===== config.mk =====
export PLATFORM = sky130hd
export DESIGN_NAME = sram_timing_monitor
export DESIGN_NICKNAME = d
export VERILOG_FILES = /design/src/rtl/smon_pkg.sv /design/src/rtl/smon_sync.sv /design/src/rtl/smon_age.sv /design/src/rtl/smon_err_bank.sv /design/src/rtl/sram_timing_monitor.sv
export SDC_FILE = /design/constraint.sdc
export NUM_CORES = 1
export LEC_CHECK = 0
export BUFFER_PORTS_ARGS = -buffer_cell sky130_fd_sc_hd__buf_2
export CAP_MARGIN = 15
export CORE_MARGIN = 1.5
export CORE_UTILIZATION = 51
export DETAILED_ROUTE_END_ITERATION = 8
export GPL_TIMING_DRIVEN = 0
export PLACE_DENSITY = 0.8
export SLEW_MARGIN = 5
export SYNTH_ARGS = -nofsm -noshare
export SYNTH_HDL_FRONTEND = slang
export SYNTH_SLANG_ARGS = --single-unit

===== constraint.sdc =====
create_clock -name clk -period 1.97 [get_ports clk]
set_clock_uncertainty 0.05 [all_clocks]
set_input_delay 0.4925 -clock clk [delete_from_list [all_inputs] [get_ports clk]]
set_output_delay 0.4925 -clock clk [all_outputs]
set_load 0.02 [all_outputs]

===== src/rtl/smon_pkg.sv =====
package smon_pkg;

  localparam int unsigned ERR_WPW  = 0;  // window too short
  localparam int unsigned ERR_CSW  = 1;  // chip select fall to window end
  localparam int unsigned ERR_DSU  = 2;  // data stable before window end
  localparam int unsigned ERR_ASU  = 3;  // address stable before window end
  localparam int unsigned ERR_AWC  = 4;  // address moved inside window
  localparam int unsigned ERR_WGAP = 5;  // recovery between windows
  localparam int unsigned ERR_WCYC = 6;  // window start to window start
  localparam int unsigned ERR_RACC = 7;  // read sampled before access time
  localparam int unsigned NERR     = 8;

  function automatic int max2(int a, int b);
    return (a > b) ? a : b;
  endfunction

endpackage


===== src/rtl/smon_sync.sv =====
module smon_sync #(
  parameter int unsigned W = 4,
  parameter logic [W-1:0] RST_VAL = '0
) (
  input  logic         clk,
  input  logic         rst,
  input  logic [W-1:0] d_i,
  output logic [W-1:0] q_o
);

  logic [W-1:0] meta_q;

  always_ff @(posedge clk) begin
    if (rst) begin
      meta_q <= RST_VAL;
      q_o    <= RST_VAL;
    end else begin
      meta_q <= d_i;
      q_o    <= meta_q;
    end
  end

endmodule


===== src/rtl/smon_age.sv =====
module smon_age #(
  parameter int unsigned W = 6
) (
  input  logic         clk,
  input  logic         rst,
  input  logic         restart_i,
  output logic [W-1:0] age_o
);

  // Ticks since the last restart: reads 1 on the sample after the event,
  // parks at all ones (treated as "long ago") after reset.
  always_ff @(posedge clk) begin
    if (rst)
      age_o <= '1;
    else if (restart_i)
      age_o <= W'(1);
    else if (age_o != '1)
      age_o <= age_o + 1'b1;
  end

endmodule


===== src/rtl/smon_err_bank.sv =====
module smon_err_bank #(
  parameter int unsigned N     = 8,
  parameter int unsigned CNT_W = 16
) (
  input  logic             clk,
  input  logic             rst,
  input  logic             clr_i,
  input  logic [N-1:0]     ev_i,
  output logic [N-1:0]     flag_o,
  output logic [N*CNT_W-1:0] cnt_o
);

  for (genvar i = 0; i < N; i++) begin : g_kind
    logic [CNT_W-1:0] cnt_q;

    always_ff @(posedge clk) begin
      if (rst || clr_i) begin
        flag_o[i] <= 1'b0;
        cnt_q     <= '0;
      end else if (ev_i[i]) begin
        flag_o[i] <= 1'b1;
        if (cnt_q != '1)
          cnt_q <= cnt_q + 1'b1;
      end
    end

    assign cnt_o[i*CNT_W +: CNT_W] = cnt_q;
  end

endmodule


===== src/rtl/sram_timing_monitor.sv =====
module sram_timing_monitor
  import smon_pkg::*;
#(
  parameter int unsigned ADDR_W     = 19,
  parameter int unsigned DATA_W     = 8,
  parameter int unsigned CNT_W      = 16,
  parameter int unsigned SYNC_SLACK = 1,
  parameter int unsigned LIM_WPW    = 6,
  parameter int unsigned LIM_CSW    = 7,
  parameter int unsigned LIM_DSU    = 2,
  parameter int unsigned LIM_ASU    = 7,
  parameter int unsigned LIM_WGAP   = 4,
  parameter int unsigned LIM_WCYC   = 10,
  parameter int unsigned LIM_RACC   = 15
) (
  input  logic                    clk,
  input  logic                    rst,
  input  logic                    clr_i,
  input  logic                    cs_n_i,
  input  logic                    we_n_i,
  input  logic                    oe_n_i,
  input  logic [ADDR_W-1:0]       addr_i,
  input  logic [DATA_W-1:0]       din_i,
  input  logic                    rd_smp_i,
  output logic [NERR-1:0]         err_flag_o,
  output logic [NERR*CNT_W-1:0]   err_cnt_o
);

  localparam int MAX_LIM = max2(max2(max2(LIM_WPW, LIM_CSW), max2(LIM_DSU, LIM_ASU)),
                                max2(max2(LIM_WGAP, LIM_WCYC), LIM_RACC));
  localparam int unsigned AGE_W = $clog2(MAX_LIM + SYNC_SLACK + 2) + 1;
  localparam int unsigned PW    = ADDR_W + DATA_W + 4;
  localparam int unsigned EW    = ADDR_W + DATA_W + 3;  // bits that need a previous sample
  localparam logic [PW-1:0] PIN_IDLE = {4'b0111, {(ADDR_W + DATA_W){1'b0}}};

  localparam logic [AGE_W-1:0] TH_WPW  = AGE_W'(LIM_WPW  + SYNC_SLACK);
  localparam logic [AGE_W-1:0] TH_CSW  = AGE_W'(LIM_CSW  + SYNC_SLACK);
  localparam logic [AGE_W-1:0] TH_DSU  = AGE_W'(LIM_DSU  + SYNC_SLACK);
  localparam logic [AGE_W-1:0] TH_ASU  = AGE_W'(LIM_ASU  + SYNC_SLACK);
  localparam logic [AGE_W-1:0] TH_WGAP = AGE_W'(LIM_WGAP + SYNC_SLACK);
  localparam logic [AGE_W-1:0] TH_WCYC = AGE_W'(LIM_WCYC + SYNC_SLACK);
  localparam logic [AGE_W-1:0] TH_RACC = AGE_W'(LIM_RACC + SYNC_SLACK);

  // ---------------- synchronised pins and one-sample history ----------------
  logic [PW-1:0] pin_s;
  logic [EW-1:0] pin_p;

  smon_sync #(.W(PW), .RST_VAL(PIN_IDLE)) u_sync (
    .clk (clk),
    .rst (rst),
    .d_i ({oe_n_i, rd_smp_i, we_n_i, cs_n_i, din_i, addr_i}),
    .q_o (pin_s)
  );

  always_ff @(posedge clk) begin
    if (rst) pin_p <= PIN_IDLE[EW-1:0];
    else     pin_p <= pin_s[EW-1:0];
  end

  logic [ADDR_W-1:0] addr_c, addr_p;
  logic [DATA_W-1:0] din_c, din_p;
  logic cs_c, cs_p, we_c, we_p, rd_c, rd_p, oe_c;

  assign addr_c = pin_s[ADDR_W-1:0];
  assign addr_p = pin_p[ADDR_W-1:0];
  assign din_c  = pin_s[ADDR_W +: DATA_W];
  assign din_p  = pin_p[ADDR_W +: DATA_W];
  assign cs_c   = pin_s[ADDR_W+DATA_W];
  assign cs_p   = pin_p[ADDR_W+DATA_W];
  assign we_c   = pin_s[ADDR_W+DATA_W+1];
  assign we_p   = pin_p[ADDR_W+DATA_W+1];
  assign rd_c   = pin_s[ADDR_W+DATA_W+2];
  assign rd_p   = pin_p[ADDR_W+DATA_W+2];
  assign oe_c   = pin_s[ADDR_W+DATA_W+3];

  // ---------------- events ----------------
  logic win_c, win_p, win_open, win_close, cs_fall, addr_chg, din_chg, rd_edge, reading;

  assign win_c     = !cs_c && !we_c;
  assign win_p     = !cs_p && !we_p;
  assign win_open  = win_c && !win_p;
  assign win_close = !win_c && win_p;
  assign cs_fall   = !cs_c && cs_p;
  assign addr_chg  = addr_c != addr_p;
  assign din_chg   = din_c != din_p;
  assign rd_edge   = rd_c && !rd_p;
  assign reading   = !cs_c && we_c && !oe_c;

  // ---------------- interval timers ----------------
  localparam int unsigned NAGE = 6;
  localparam int unsigned A_OPEN = 0, A_CLOSE = 1, A_CS = 2, A_ADDR = 3, A_DIN = 4, A_RD = 5;

  logic [NAGE-1:0]  age_restart;
  logic [AGE_W-1:0] age [NAGE];

  assign age_restart[A_OPEN]  = win_open;
  assign age_restart[A_CLOSE] = win_close;
  assign age_restart[A_CS]    = cs_fall;
  assign age_restart[A_ADDR]  = addr_chg;
  assign age_restart[A_DIN]   = din_chg;
  assign age_restart[A_RD]    = addr_chg || cs_fall;

  for (genvar k = 0; k < NAGE; k++) begin : g_age
    smon_age #(.W(AGE_W)) u_age (
      .clk       (clk),
      .rst       (rst),
      .restart_i (age_restart[k]),
      .age_o     (age[k])
    );
  end

  // A change seen on the checking sample itself means zero stable ticks.
  logic [AGE_W-1:0] addr_stable, din_stable, rd_elapsed;
  assign addr_stable = addr_chg ? '0 : age[A_ADDR];
  assign din_stable  = din_chg  ? '0 : age[A_DIN];
  assign rd_elapsed  = age_restart[A_RD] ? '0 : age[A_RD];

  // ---------------- violation detection ----------------
  logic [NERR-1:0] ev;

  always_comb begin
    ev           = '0;
    ev[ERR_WPW]  = win_close && (age[A_OPEN] < TH_WPW);
    ev[ERR_CSW]  = win_close && (age[A_CS] < TH_CSW);
    ev[ERR_DSU]  = win_close && (din_stable < TH_DSU);
    ev[ERR_ASU]  = win_close && (addr_stable < TH_ASU);
    ev[ERR_AWC]  = win_c && win_p && addr_chg;
    ev[ERR_WGAP] = win_open && (age[A_CLOSE] < TH_WGAP);
    ev[ERR_WCYC] = win_open && (age[A_OPEN] < TH_WCYC);
    ev[ERR_RACC] = rd_edge && reading && (rd_elapsed < TH_RACC);
  end

  smon_err_bank #(.N(NERR), .CNT_W(CNT_W)) u_bank (
    .clk    (clk),
    .rst    (rst),
    .clr_i  (clr_i),
    .ev_i   (ev),
    .flag_o (err_flag_o),
    .cnt_o  (err_cnt_o)
  );

endmodule


Word level (Yosys, flattened, before mapping) --
Cells that the tools add are included.
Word-level totals: output and inout port bits 136, logic and storage cells 131, register bits after elaboration 264
Cells by class: reductions and logical operators 48, eq/ne operators 16, add/subtract/negate cells 14, order comparisons 7, mux-type cells 15
Operators with widths (count):
- $add A16 B1 Y16 const B | 8
- $ne A16 B16 Y1 const B | 8
- $mux W6 | 15
- $add A6 B1 Y6 const B | 6
- $ne A6 B6 Y1 const B | 6
- $ne A19 B19 Y1 | 1
- $logic_and A1 B1 Y1 | 18
- $lt A6 B4 Y1 const B | 3
- $reduce_and A2 Y1 | 8
- $lt A6 B3 Y1 const B | 2
- $reduce_bool A2 Y1 | 6
- $reduce_or A2 Y1 | 6
- $logic_not A1 Y1 | 8
- $ne A8 B8 Y1 | 1
- $lt A6 B2 Y1 const B | 1
- $lt A6 B5 Y1 const B | 1
- $logic_or A1 B1 Y1 | 2

Logic depth before layout (Yosys ltp) --
Gate-level depths: netlist (run 1).
word-level depth 7, mapped depth 10, mapped depth without buffers 7

Modules after synthesis --
A second synthesis (run 1) with hierarchy kept.
Unflattened totals: cell total of the unflattened synthesis 1259, area, all modules 11353.4 um^2
By module, submodules not included:
- smon_err_bank | cells an instance 789, times used 1, area an instance 6598.8 um^2
- smon_age | cells an instance 35, times used 6, area an instance 304.0 um^2
- smon_sync | cells an instance 130, times used 1, area an instance 1665.3 um^2
- sram_timing_monitor | cells an instance 130, times used 1, area an instance 1265.0 um^2

Worst setup path after synthesis (run 1) --
Ideal clock, no wire load.
path type reg-to-reg, from reg u_bank.g_kind[4].cnt_q[0], to reg u_bank.g_kind[4].cnt_q[0], slack -0.279 ns, library setup time 0.128 ns, cell stages (with the launch flop) 11, arrival 2.072 ns, path buffers 3, path through dfxtp_1 ha_1 nand2_1 or2_1 buf_6 or4_4 o211ai_2 buf_6 buf_12 xor2_1 nor2_1
Between the ends: word-level cells in the longest chain between the ends 2, elaborated cells on any way between the ends 3, classes of those cells add/sub (1); eq/ne (1); reduce/logical (1)
Ends and longest elaborated chain:
- start: declaration | RTL line smon_err_bank.sv:14 | logic [CNT_W-1:0] cnt_q;
- start signal: assignment | RTL line smon_err_bank.sv:23 | cnt_q <= cnt_q + 1'b1;
- branches (longest 2 deep; another with $add A16 B1 Y16)
Parallel ways; which one is timed is not known. A chain may end at the register's enable or synchronous reset.

Worst setup path in the final report (run 1) --
from reg pin_p[8], to reg u_bank.g_kind[3].cnt_q[12]
Between the ends: word-level cells in the longest chain between the ends 5
Ends and longest elaborated chain:
- start: declaration | RTL line sram_timing_monitor.sv:46 | logic [EW-1:0] pin_p;
- start signal: assignment | RTL line sram_timing_monitor.sv:56 | if (rst) pin_p <= PIN_IDLE[EW-1:0];
- start signal: assignment | RTL line sram_timing_monitor.sv:57 | else pin_p <= pin_s[EW-1:0];
- $ne A19 B19 Y1 | RTL line sram_timing_monitor.sv:84 | assign addr_chg = addr_c != addr_p;
- $mux W6 | RTL line sram_timing_monitor.sv:114 | assign addr_stable = addr_chg ? '0 : age[A_ADDR];
- $lt A6 B4 Y1 | RTL line sram_timing_monitor.sv:126 | ev[ERR_ASU] = win_close && (addr_stable < TH_ASU);
- $logic_and A1 B1 Y1 | RTL line sram_timing_monitor.sv:126
- $reduce_and A2 Y1 (no source line)
- end signal: assignment | RTL line smon_err_bank.sv:23
- end: declaration | RTL line smon_err_bank.sv:14
No other way between the ends.

==> results of run 1 <==
worst paths after layout:
kind | depth (start not counted) | end
setup / recovery | 9 | u_bank.g_kind[3].cnt_q[12]$_SDFFE_PP0P_
setup reg to reg | 9 | u_bank.g_kind[3].cnt_q[12]$_SDFFE_PP0P_
hold / removal | 2 | u_sync.meta_q[2]$_SDFF_PP0_
hold reg to reg | 1 | u_sync.q_o[27]$_SDFF_PP1_
layer usage:
layer  routed length, um  share of wire (%)  global-route usage, %
met5                   0                  0                      0
met4                1440                4.7                  12.62
met3                2427                7.9                  4.548
met2               14710                 48                  41.58
met1               12070                 39                  30.20
metrics by stage:
| stage | std cells | setup TNS, ps | utilization [%] | cell area (um2) | total power (uW) |
|---|---|---|---|---|---|
| final | 1754 | -2988 | 69.56 | 14760 | 12620 |
| after floorplan | 1216 | -323.6 | - | 11190 | 6871 |
| after global routing | 1754 | -7960 | 69.56 | 14760 | 13080 |
| after detailed placement | 1660 | -64880 | 58.34 | 12380 | 7178 |
| after CTS | 1742 | -2596 | 67.10 | 14240 | 12560 |
| after global placement | 1660 | -64080 | 58.34 | 12380 | 7102 |
sequential cells by signal, summed over array words and instances (netlist names):
signal and count:
u_sync.q_o 31, u_sync.meta_q 31, u_bank.g_kind.cnt_q 128, u_bank.flag_o 8, pin_p 30, g_age.u_age.age_o 36
final cells by class:
class | count | share of cell area [%]
Clock buffer | 38 | 5.475
Sequential cell | 264 | 36.19
Inverter | 22 | 0.5594
Tap cell | 275 | 2.331
Timing Repair Buffer | 219 | 9.222
Buffer | 48 | 2.077
Multi-Input combinational cell | 878 | 43.24
Clock inverter | 10 | 0.8985
power breakdown:
part	internal, uW	total (uW)	switching [uW]
Sequential	5590	5830	239
Combinational	648	1420	774
Clock	3240	5360	2120
cells in the final DEF (no fill, tap or decap), types with 26 or more instances in the layout:
cell type / n
nand2_1: 84
clkbuf_1: 30
nand4_1: 41
buf_4: 34
xnor2_1: 26
or3_1: 41
clkbuf_16: 29
mux2i_1: 28
a21oi_1: 31
nor2_1: 95
buf_2: 170
dfxtp_1: 236
nor2b_1: 86
nand3_1: 70
xor2_1: 64
timing repair:
action / in CTS / in global routing
resized for setup: 121 / 110
gates cloned: 7 / 1
setup buffers: 30 / 15
pin swaps: 51 / 54
setup endpoints to repair: 128 / 126
hold buffers: 0 / 0
cell families after synthesis:
kind of cell,after synthesis
AO/OA/AOI/OAI,157
XOR/XNOR,93
adder cells (fa/ha/maj),15
buffers and inverters,75
flip-flops,264
multiplexers,29
AND/OR/NAND/NOR,583
==> flow_metrics.tcl, run 1 <==
set metrics [dict create \
    ir_drop_mv 0.8736 \
    die-height_um 150.9 \
    crit_buf_inv 3 \
    violations "setup timing" \
    boundaryPins 170 \
    synth_edf_count 0 \
    fp.dieW_um 150.9 \
    port_buffers 169 \
    synth_top_area_share_pct 47.40 \
    core_area_um2 21220 \
    grt_overflow 0 \
    dp.final_hpwl_mm 18.29 \
    slew_violations 0 \
    hold_path_class "input port to flip-flop" \
    num_vias 10180 \
    cts_made_buffers 27 \
    setup_viol 47 \
    period_share_pct 106.6 \
    antenna_found_initial 0 \
    drive_above_1_share_pct 30.83 \
    initialDrtViolationCount 729 \
    grt_usage_pct 24.71 \
    ff_latch_area_um2 5343 \
    avgSynthCellArea_um2 9.170 \
    drc 0 \
    cpMaxStageDelayCell "dfxtp_2" \
    yosysUniqueCellTypes 70 \
    path_cells "xor2_2, nor4_2, nand3b_1, buf_6, nor3_4, buf_6, buf_8, o31a_1, nor3_1" \
    num_antenna_cells 0 \
    ys_top_cells_by_count "264 x dfxtp_1, 100 x nor2_1, 86 x nand2_1, 86 x nor2b_1, 76 x nand3_1" \
    viasPerCell 5.801 \
    rows 53 \
    cp-end-kind "flip-flop" \
    min_from "addr_i[2]" \
    period_minus_slack_ps 2100 \
    maxCapViolCount 0 \
    grt_pass1_vias 9389 \
    whs_ps 122.4 \
    tightest_slew_ps 822.8 \
    critPathKind "flip-flop to flip-flop" \
    die_area_um2 22760 \
    multi_input_area_um2 6384 \
    layout_setup_ws_ps -130.3 \
    ys_warn_count 0 \
    crit_arrival_ps 2450 \
    drt-total-wl_mm 30.64 \
    startpoint "pin_p[8]$_SDFF_PP0_" \
    fmax_mhz 476.1 \
    rsz0062_at_grt "true" \
    post-place-ws_ps -1025 \
    async_flop_share_pct 0 \
    synthCells 1216 \
    p_per_area_nw_per_um2 854.6 \
    synth_xor_area_share_pct 7.305 \
    p_leak_uw 0.005849 \
    yosysTopAreaCell "dfxtp_1" \
    synth-seq-cells 264 \
    slew_headroom_pct 45.15 \
    grt_max_degree 15 \
    netlist_area_um2 11150 \
    synth_top_family_by_area "simple AND/OR/NAND/NOR gates" \
    r2r-start "pin_p[8]$_SDFF_PP0_" \
    routabilityCongestion 0.9070 \
    syn-num-nets 1265 \
    crit_top_cell "buf_6" \
    yosys-top-cells-area "dfxtp_1 47%, xor2_1 5.3%, nor2b_1 4.8%" \
    synth_compound_area_share_pct 9.268 \
    slowest_delay_ps 330 \
    clk_path_buf_depth 3 \
    clkSinkCount 264 \
    htree_levels 1 \
    yosys.cell_count.top_type "dfxtp_1" \
    drt_pre_antenna_iters 5 \
    synth-main-ff-cell "dfxtp_1" \
    r2r_slack_ps -130 \
    clk_latency_ps 530 \
    synthAdderAreaFrac_pct 1.683 \
    status "complete, but fails checks" \
    fillers 1443 \
    start_util_pct 52.55 \
    cp_top_family "simple AND/OR/NAND/NOR gates" \
    cts_tree "done" \
    cp_max_fo 5 \
    synth.mux.area_fraction_pct 2.614 \
    ant_nets 0 \
    start_kind "flip-flop" \
    nets 1509 \
    synthSimpleGateAreaFrac_pct 28.66 \
    clk_pin_slew_ps 60 \
    clockRootBuffer "clkbuf_16" \
    avgRoutedWirePerCell_um 17.47 \
    required_ps 2320 \
    syn2layout_area_growth_pct 32.38 \
    grt_pass1_wl_mm 45.74 \
    yosysSeqAreaShare_pct 47.40 \
    hold_viol_final 0 \
]
Note: power is estimated with default switching activity, not from simulation.
==> inputs of run 2 (changes only) <==
Settings changed: PLACE_DENSITY 0.8 to 0.82.
==> run 2 against run 1 <==
Compared with the run above:
- the run still ends with setup timing left
- via count up 0.41%
- highest routed layer unchanged
- critical path depth down 1
- maximum frequency fell by 0.57%
- routed wire length fell by 0.30%
- critical path type unchanged
- sequential power is essentially flat
- flip-flop and latch count unchanged
- non-clock buffer count up 10
==> flow_metrics.tcl, run 2 (synthesized netlist as in run 1, its figures left out) <==
set metrics [dict create \
    hold_depth 2 \
    grt_usage_pct 23.94 \
    num_antenna_cells 0 \
    grt_pass1_vias 9341 \
    ant_nets 0 \
    initialDrtViolationCount 622 \
    rows 53 \
    tightest_slew_ps 775.8 \
    period_share_pct 107.2 \
    startpoint "u_bank.g_kind[7].cnt_q[3]$_SDFFE_PP0P_" \
    reg.largest.list "u_bank.g_kind.cnt_q: 128 flops, g_age.u_age.age_o: 36 flops" \
    num_vias 10220 \
    hold_path_class "input port to flip-flop" \
    setup_viol 60 \
    hold_viol_final 0 \
    reg2regPathDepth 8 \
    cp_max_fo 10 \
    start_kind "flip-flop" \
    cp-end-kind "flip-flop" \
    htree_levels 1 \
    drt_pre_antenna_iters 5 \
    rsz0062_at_grt "true" \
    p_per_area_nw_per_um2 876.1 \
    fin_tns_setup_ps -3342 \
    fillers 1438 \
    largest_register_ffs 128 \
    crit_arrival_ps 2480 \
    boundaryPins 170 \
    slew_headroom_pct 48.28 \
    die-height_um 150.9 \
    drive_above_1_share_pct 31.56 \
    p_leak_uw 0.005859 \
    min_from "din_i[1]" \
    hold_buffers 0 \
    antenna_found_initial 0 \
    post-place-ws_ps -1055 \
    grt_overflow 0 \
    cts_made_buffers 27 \
    final_cell_mix "230 x dfxtp_1, 170 x buf_2, 93 x nor2_1" \
    core_area_um2 21220 \
    avgRoutedWirePerCell_um 17.32 \
    cts_tree "done" \
    clkSinkCount 264 \
    routabilityCongestion 0.9501 \
    slew_violations 0 \
    violations "setup timing" \
    grt_max_degree 16 \
    nets 1518 \
    critPathKind "flip-flop to flip-flop" \
    fp.dieW_um 150.9 \
    drc 0 \
    syn2layout_area_growth_pct 32.81 \
    port_buffers 169 \
    status "complete, but fails checks" \
    maxCapViolCount 0 \
    clk_path_buf_depth 3 \
    drt-total-wl_mm 30.55 \
    largest-register "u_bank.g_kind.cnt_q" \
    fmax_mhz 473.4 \
    start_util_pct 52.55 \
    clk_latency_ps 530 \
    period_minus_slack_ps 2112 \
    die_area_um2 22760 \
    viasPerCell 5.792 \
    clk_pin_slew_ps 60 \
    clockRootBuffer "clkbuf_16" \
    grt_pass1_wl_mm 44.55 \
    final_common_cell "dfxtp_1" \
    power.total_uw 12970 \
    dp.final_hpwl_mm 18.30 \
    layout_setup_ws_ps -142.4 \
    required_ps 2340 \
    ir_drop_mv 0.8776 \
    r2r-start "u_bank.g_kind[7].cnt_q[3]$_SDFFE_PP0P_" \
]
-- run 2: cell count changes in the layout (fill, tap and decap cells not counted), moves of 3 or more --
cell and delta:
nor3_2 -3, nor4_2 +4, o31ai_4 -3, bufinv_16 +3
clkbuf_8 -5, buf_4 +11, o21ai_2 -3, o31ai_1 +3
xor2_1 -4, dfxtp_1 -6, dfxtp_2 +7, xor2_2 +4
-- run 2: per-layer routing --
metal / vias up / track usage [%] / share of wire (%)
met3: 102 / 4.006 / 8.9
met4: 0 / 11.36 / 3.7
met1: 4785 / 29.21 / 38
met5: - / 0 / 0
met2: 546 / 41.05 / 49
li1: 4784 / - / -
-- run 2: power by group --
part	leakage, uW	switching [uW]	internal (uW)	total [uW]
combinational	0.00321	803	680	1480
sequential	0.00217	261	5600	5860
clock	0.000479	2200	3430	5630
total	0.00586	3270	9710	13000
-- run 2: area by class of cell --
type	instances	area, um2	share of cell area, %
Multi-Input combinational cell	877	6349	42.87
Tap cell	275	344.1	2.323
Clock buffer	32	724.4	4.892
Timing Repair Buffer	229	1414	9.547
Sequential cell	264	5348	36.11
Inverter	22	82.58	0.5576
Buffer	48	292.8	1.977
Clock inverter	17	255.2	1.724
-- run 2: path summary, 6_finish.rpt --
path / slack [ps] / end
worst max-delay path: -140 / u_bank.g_kind[7].cnt_q[8]$_SDFFE_PP0P_
worst min-delay path: 120 / u_sync.meta_q[20]$_SDFF_PP0_
worst max register to register: -140 / u_bank.g_kind[7].cnt_q[8]$_SDFFE_PP0P_
worst min register to register: 360 / u_sync.q_o[28]$_SDFF_PP1_
-- run 2: what timing repair did --
item,CTS,global route
pin swaps,36,75
setup buffers,32,24
cloned,5,0
endpoints found under the hold margin,0,0
endpoints found under the setup margin,136,135
resized for setup,81,150
-- run 2: metrics by stage --
stage / cell area (um2) / utilization [%] / hold WS (ps) / cells
after global routing: 14810 / 69.79 / 111.4 / 1764
final: 14810 / 69.79 / 119.5 / 1764
after floorplan: 11190 / - / 339.5 / 1216
after CTS: 14000 / 65.99 / 108.0 / 1744
after detailed placement: 12380 / 58.34 / 348.5 / 1660
after global placement: 12380 / 58.34 / 343.0 / 1660
-- run 2: critical path: stages (launching register included) --
cell and delay, ps:
dfxtp_1 520, nand4_1 220, nor2_2 270, nand2_1 170, nand2b_4 100, buf_6 140, buf_4 250, nor4_1 100
o21a_1 170
